$ cat src/rtl/dma_window_decode.sv
module dma_window_decode #(
  parameter logic [31:0] MAIN_BYTES = 32'h0200_0000,
  parameter int          CHANNELS   = 16,
  parameter int          CHW        = $clog2(CHANNELS)
) (
  input  logic                clk,
  input  logic                rst_n,
  input  logic                req_valid,
  input  logic [31:0]         req_addr,
  input  logic                req_write,
  input  logic [CHW-1:0]      req_chan,
  input  logic                err_clear,
  output logic                rsp_valid,
  output logic [2:0]          rsp_region,
  output logic [31:0]         rsp_offset,
  output logic                err_pulse,
  output logic [CHANNELS-1:0] stat_set,
  output logic                stop_pulse,
  output logic [CHW-1:0]      stop_chan,
  output logic                buserr_flag
);
  localparam logic [31:0] PHYS_MASK = 32'h1FFF_FFF0;
  localparam logic [31:0] SPAD_MASK = 32'h0000_3FF0;
  localparam logic [31:0] HOLE_END  = 32'h1000_0000;
  localparam logic [31:0] SPAD_END  = 32'h1000_4000;
  localparam logic [2:0]  RG_MAIN = 3'd0, RG_SPAD = 3'd1, RG_ZRD = 3'd2,
                          RG_ZWR = 3'd3, RG_ERR = 3'd4;

  wire [31:0] phys     = req_addr & PHYS_MASK;
  wire [31:0] spad_off = req_addr & SPAD_MASK;

  logic [2:0]  region_d;
  logic [31:0] offset_d;

  always_comb begin
    region_d = RG_ERR;
    offset_d = '0;
    if (req_addr[31]) begin
      region_d = RG_SPAD;
      offset_d = spad_off;
    end else if (phys < MAIN_BYTES) begin
      region_d = RG_MAIN;
      offset_d = phys;
    end else if (phys < HOLE_END) begin
      region_d = req_write ? RG_ZWR : RG_ZRD;
    end else if (phys < SPAD_END) begin
      region_d = RG_SPAD;
      offset_d = spad_off;
    end
  end

  wire bad = req_valid && (region_d == RG_ERR);

  always_ff @(posedge clk or negedge rst_n) begin
    if (!rst_n) begin
      rsp_valid   <= 1'b0;
      rsp_region  <= RG_MAIN;
      rsp_offset  <= '0;
      err_pulse   <= 1'b0;
      stat_set    <= '0;
      stop_pulse  <= 1'b0;
      stop_chan   <= '0;
      buserr_flag <= 1'b0;
    end else begin
      rsp_valid  <= req_valid;
      err_pulse  <= bad;
      stop_pulse <= bad;
      stat_set   <= bad ? (CHANNELS'(1) << req_chan) : '0;
      if (req_valid) begin
        rsp_region <= region_d;
        rsp_offset <= offset_d;
      end
      if (bad) stop_chan <= req_chan;
      if (bad)            buserr_flag <= 1'b1;
      else if (err_clear) buserr_flag <= 1'b0;
    end
  end
endmodule


$ cat config.mk
export PLATFORM = sky130hd
export DESIGN_NAME = dma_window_decode
export DESIGN_NICKNAME = d
export VERILOG_FILES = /design/src/rtl/dma_window_decode.sv
export SDC_FILE = /design/constraint.sdc
export NUM_CORES = 1
export LEC_CHECK = 0
export BUFFER_PORTS_ARGS = -buffer_cell sky130_fd_sc_hd__buf_4
export CAP_MARGIN = 30
export CORE_MARGIN = 2
export CORE_UTILIZATION = 41
export DETAILED_ROUTE_END_ITERATION = 7
export PLACE_DENSITY_LB_ADDON = 0.15
export SLEW_MARGIN = 30
export SYNTH_ARGS = -nofsm -noshare
export SYNTH_HDL_FRONTEND = slang
export SYNTH_SLANG_ARGS = --single-unit
$ cat constraint.sdc
create_clock -name clk -period 0.8 [get_ports clk]
set_clock_uncertainty 0.1 [all_clocks]
set_input_delay 0.04 -clock clk [delete_from_list [all_inputs] [get_ports clk]]
set_output_delay 0.04 -clock clk [all_outputs]
set_load 0.005 [all_outputs]
### After elaboration in Yosys (flattened, before gate mapping)

Index checks and enable logic that the tools add are counted.

| word-level totals | value |
|---|---|
| output and inout port bits | 59 |
| input port bits | 41 |
| register bits after elaboration | 58 |
| logic and storage cells | 26 |

| operators by class | value |
|---|---|
| reduce and logical (&&, ||, !) cells | 2 |
| $lt $le $gt $ge | 3 |
| equal/unequal tests | 1 |
| shift operators | 1 |
| mux-type cells | 12 |

Operators by type and width:

| operator | number |
|---|---|
| $lt 29x29->1 const B | 2 |
| $mux 32 | 1 |
| $lt 29x26->1 const B | 1 |
| $mux 29 | 1 |
| $mux 14 | 2 |
| $mux 16 | 1 |
| $shl 1x4->16 const A | 1 |
| $mux 3 | 4 |
| $eq 3x3->1 const B | 1 |
| $mux 1 | 3 |
| $reduce_bool 2->1 | 1 |
| $logic_and 1x1->1 | 1 |

### Depth between registers and ports, before layout

| depth | value |
|---|---|
| depth after elaboration | 8 |
| gate-level depth with buffers | 5 |
| mapped depth without buffers | 4 |

### Worst setup path before layout

No wires, ideal clock.

| path | value |
|---|---|
| kind | input to register |
| from | input req_addr[24] |
| to | register stop_chan[0] |
| path slack | -345 ps |
| library setup time | 125 ps |
| arrival time | 921 ps |
| cell stages on the path | 4 |
| required time | 575 ps |
| buffers on the path | 0 |
| cell sequence | nor4_1 nand4_1 nand3_2 mux2_2 |

| between the ends | value |
|---|---|
| longest elaborated chain between the ends | 7 |
| elaborated cells on any way between the ends | 9 |
| those cells by class | 3 x order compare; 1 x eq/ne; 4 x mux; 1 x reduce/logical |

Ends and longest elaborated chain:

| element | line | RTL |
|---|---|---|
| start, declared | 9 | `input logic [31:0] req_addr,` |
| $lt 29x29->1 | 46 | `end else if (phys < SPAD_END) begin` |
| $mux 3 | 46 |  |
| $mux 3 | 44 | `end else if (phys < HOLE_END) begin` |
| $mux 3 (*) | 41 | `end else if (phys < MAIN_BYTES) begin` |
| $mux 3 (*) | 38 | `if (req_addr[31]) begin` |
| $eq 3x3->1 (*) | 52 | `wire bad = req_valid && (region_d == RG_ERR);` |
| $logic_and 1x1->1 (*) | 52 |  |
| end signal, assigned | 73 | `if (bad) stop_chan <= req_chan;` |
| end, declared | 19 | `output logic [CHW-1:0] stop_chan,` |

Mark *: on every way between the ends. The rest lies on a longest branch, timed or not.
A chain may end at the register's enable or synchronous reset.

### Worst setup path in the final report

| path | value |
|---|---|
| from | register stop_chan[3] |
| to | output stop_chan[3] |

No word-level cell between the ends.

==> impl_metrics.json <==
{
  "reg2reg_slack_ns": -0.18,
  "insertion_delay_ns": 0.30,
  "die_y_um": 74.0,
  "stdcell_count": 366,
  "syn_inst": 171,
  "synth.avg_cell_area_um2": 11.7,
  "io_buffers": 86,
  "synth.area.top_cells": "dfrtp_1 64%, mux2i_1 5.0%, buf_4 3.7%, nor3_1 3.0%, o21ai_0 3.0%",
  "hpwl_um": 3140,
  "cellPowerDensity_nw_per_um2": 1580,
  "setup_ws_ns": -0.261,
  "slew_violations": 0,
  "whs_ns": -0.146,
  "status": "complete, but fails checks",
  "hold_viol": 16,
  "end_kind": "primary output",
  "nFillCells": 313,
  "synth_cell_types": 25,
  "totalWireLength_um": 5420,
  "p_leak_uw": 0.00177,
  "drc": 0,
  "violations": "hold timing, setup timing",
  "layout_common_cells": "60 x buf_6, 51 x dfrtp_1, 46 x buf_4, 18 x dlygate4sd3_1, 14 x inv_1",
  "ant_nets": 0,
  "root_buffer": "clkbuf_8",
  "nets": 339,
  "drtIter0Drc": 78,
  "grt_max_degree": 52,
  "die_w_um": 74.0,
  "power_uw": 5670,
  "setup_viol": 98,
  "reg2regPathDepth": 2,
  "cp_max_fo": 2,
  "crit_path_start": "stop_chan[3]$_DFFE_PN0P_",
  "gr-total-overflow": 0,
  "p_seq_share_pct": 49.2,
  "switching_power_uw": 1320,
  "critPathKind": "register to primary output",
  "drtPass1Iterations": 4,
  "cts.htree.levels": 2,
  "grt_pass1_wl_um": 8110,
  "ctsHoldBuffers": 18,
  "rows": 25,
  "io_pins": 100,
  "hold_path_startpoint": "req_chan[3]",
  "cp.arrival_ns": 0.92,
  "antennaDiodeCount": 0,
  "max-cap-violations": 0,
  "synth-seq-cells": 51,
  "ys_warn_count": 0,
  "grt_setup_unrepaired": "yes",
  "syn-cell-area_um2": 2010,
  "placedCellCount": 329,
  "ir_drop_v": 0.000837,
  "fmax_mhz": 943,
  "power.share.combinational_pct": 18.4,
  "initial_core_util_pct": 42.5,
  "cts_buffers": 5,
  "regToRegEndpoint": "stop_chan[3]$_DFFE_PN0P_",
  "place_area_um2": 2810,
  "routed_via_density": 4.70,
  "core-area_um2": 4720,
  "grt_usage_pct": 19.8,
  "area_delta_synth_final_pct": 78.7,
  "wl_per_cell_um": 14.8,
  "dp_slack_ns": -0.592,
  "clockBufferDepth": 2,
  "ys_seq_area_share_pct": 63.6,
  "cts_sinks": 51,
  "startpoint_type": "register",
  "clockPowerShare_pct": 32.4,
  "timing.final.crit_share_pct": 133,
  "cts_tree": "built",
  "cellInternalPower_uw": 4350,
  "hold_path_class": "input port to register",
  "design_area_um2": 3590,
  "antenna_found_initial": 0,
  "via_count": 1720,
  "drive_above_1_share_pct": 53.2,
  "fp.dieArea_um2": 5470,
  "r2r_start": "stop_chan[3]$_DFFE_PN0P_",
  "final_util_pct": 76.0,
  "netlist.area_leader.share_pct": 63.6,
  "final_common_cell": "buf_6",
  "worst_hold_path.endpoint": "stat_set[2]$_DFF_PN0_",
  "grt_pass1_vias": 1643,
  "synth_top_cell_by_area": "dfrtp_1",
  "min_period_ns": 1.06,
  "hold_depth": 2,
  "swShare_pct": 23.3,
  "required_ns": 0.66,
  "routabilityCongestion": 0.810,
  "path_clk_slew_ns": 0.10
}
## layer usage
metal | vias up | wire (um) | global-route usage (%)
met4 | 0 | 53 | 6.67
met2 | 55 | 2810 | 32.2
met1 | 851 | 2280 | 26.5
met5 | - | 0 | 0
li1 | 809 | - | -
met3 | 5 | 283 | 4.47
## critical path: stages, from the launching register on
cell     delay (ns)
dfrtp_1        0.40
buf_6          0.12
buf_6          0.10
## how the worst max path moves through the flow
stage	end	slack, ns	cells past startpoint
after floorplan	stop_chan[0]$_DFFE_PN0P_	-0.33	4
after global placement	stop_chan[0]$_DFFE_PN0P_	-0.57	5
after detailed placement	stop_chan[1]$_DFFE_PN0P_	-0.59	5
after CTS	stop_chan[3]	-0.25	2
after global routing	stop_chan[2]$_DFFE_PN0P_	-0.32	5
final	stop_chan[3]	-0.26	2
## per-stage QoR
step,setup TNS [ns],hold WS [ns]
5_1_grt,-20.72,-0.154
4_1_cts,-15.08,-0.159
3_5_place_dp,-23.38,-0.0660
6_report,-15.58,-0.146
3_3_place_gp,-22.75,-0.0653
2_1_floorplan,-10.54,-0.356
## synth_stat cells
cell,count
nor4_1,7
nor2b_1,5
nand2_1,14
nand2b_1,4
conb_1,1
mux2i_1,10
nor4_2,1
buf_2,3
buf_4,10
nand3_2,1
buf_6,1
nor3_1,12
nand4_1,1
nor2_1,11
mux2_2,5
clkbuf_1,1
nor3b_2,1
o211a_1,2
o21ai_1,1
a211oi_1,1
dfrtp_1,51
nor4b_2,1
or3_4,1
inv_1,14
o21ai_0,12
## cell families after synthesis
| family | count (synthesis) | synth area share, % |
|---|---|---|
| buf+inv | 29 | 7.85 |
| simple gates | 59 | 16.0 |
| mux | 15 | 7.79 |
| compound gates | 16 | 4.61 |
| flops | 51 | 63.6 |
| other cells | 1 | 0.187 |
## sequential cells by signal, indices dropped and copies added (netlist names)
| name | count |
|---|---|
| rsp_offset | 25 |
| stat_set | 16 |
| stop_chan | 4 |
| rsp_region | 3 |
| buserr_flag | 1 |
| rsp_valid | 1 |
| stop_pulse | 1 |
## power by group through the flow
stage | sequential [uW] | combinational, uW | clock [uW]
floorplan | 2820 | 271 | 0
global placement | 2820 | 746 | 0
detailed placement | 2820 | 758 | 0
CTS | 2790 | 983 | 1860
global route | 2810 | 1130 | 1990
finish | 2790 | 1040 | 1840
## repair_timing
item / in CTS / in global routing
setup buffers: 4 / 6
gates resized for setup: 83 / 25
hold endpoints to repair: 85 / 15
setup endpoints to repair: 98 / 98
pin swaps: 9 / 6
gates cloned: 1 / 0
## layout make-up
class                           count  area [um^2]  area share [%]
Sequential cell                    51         1280            35.6
Timing Repair Buffer              128         1270            35.4
Multi-Input combinational cell     98          787            21.9
Tap cell                           67         83.8            2.34
Clock buffer                        6         82.6            2.30
Inverter                           14         52.6            1.46
Clock inverter                      2         35.0           0.976
(Power assumes the default switching activity.)
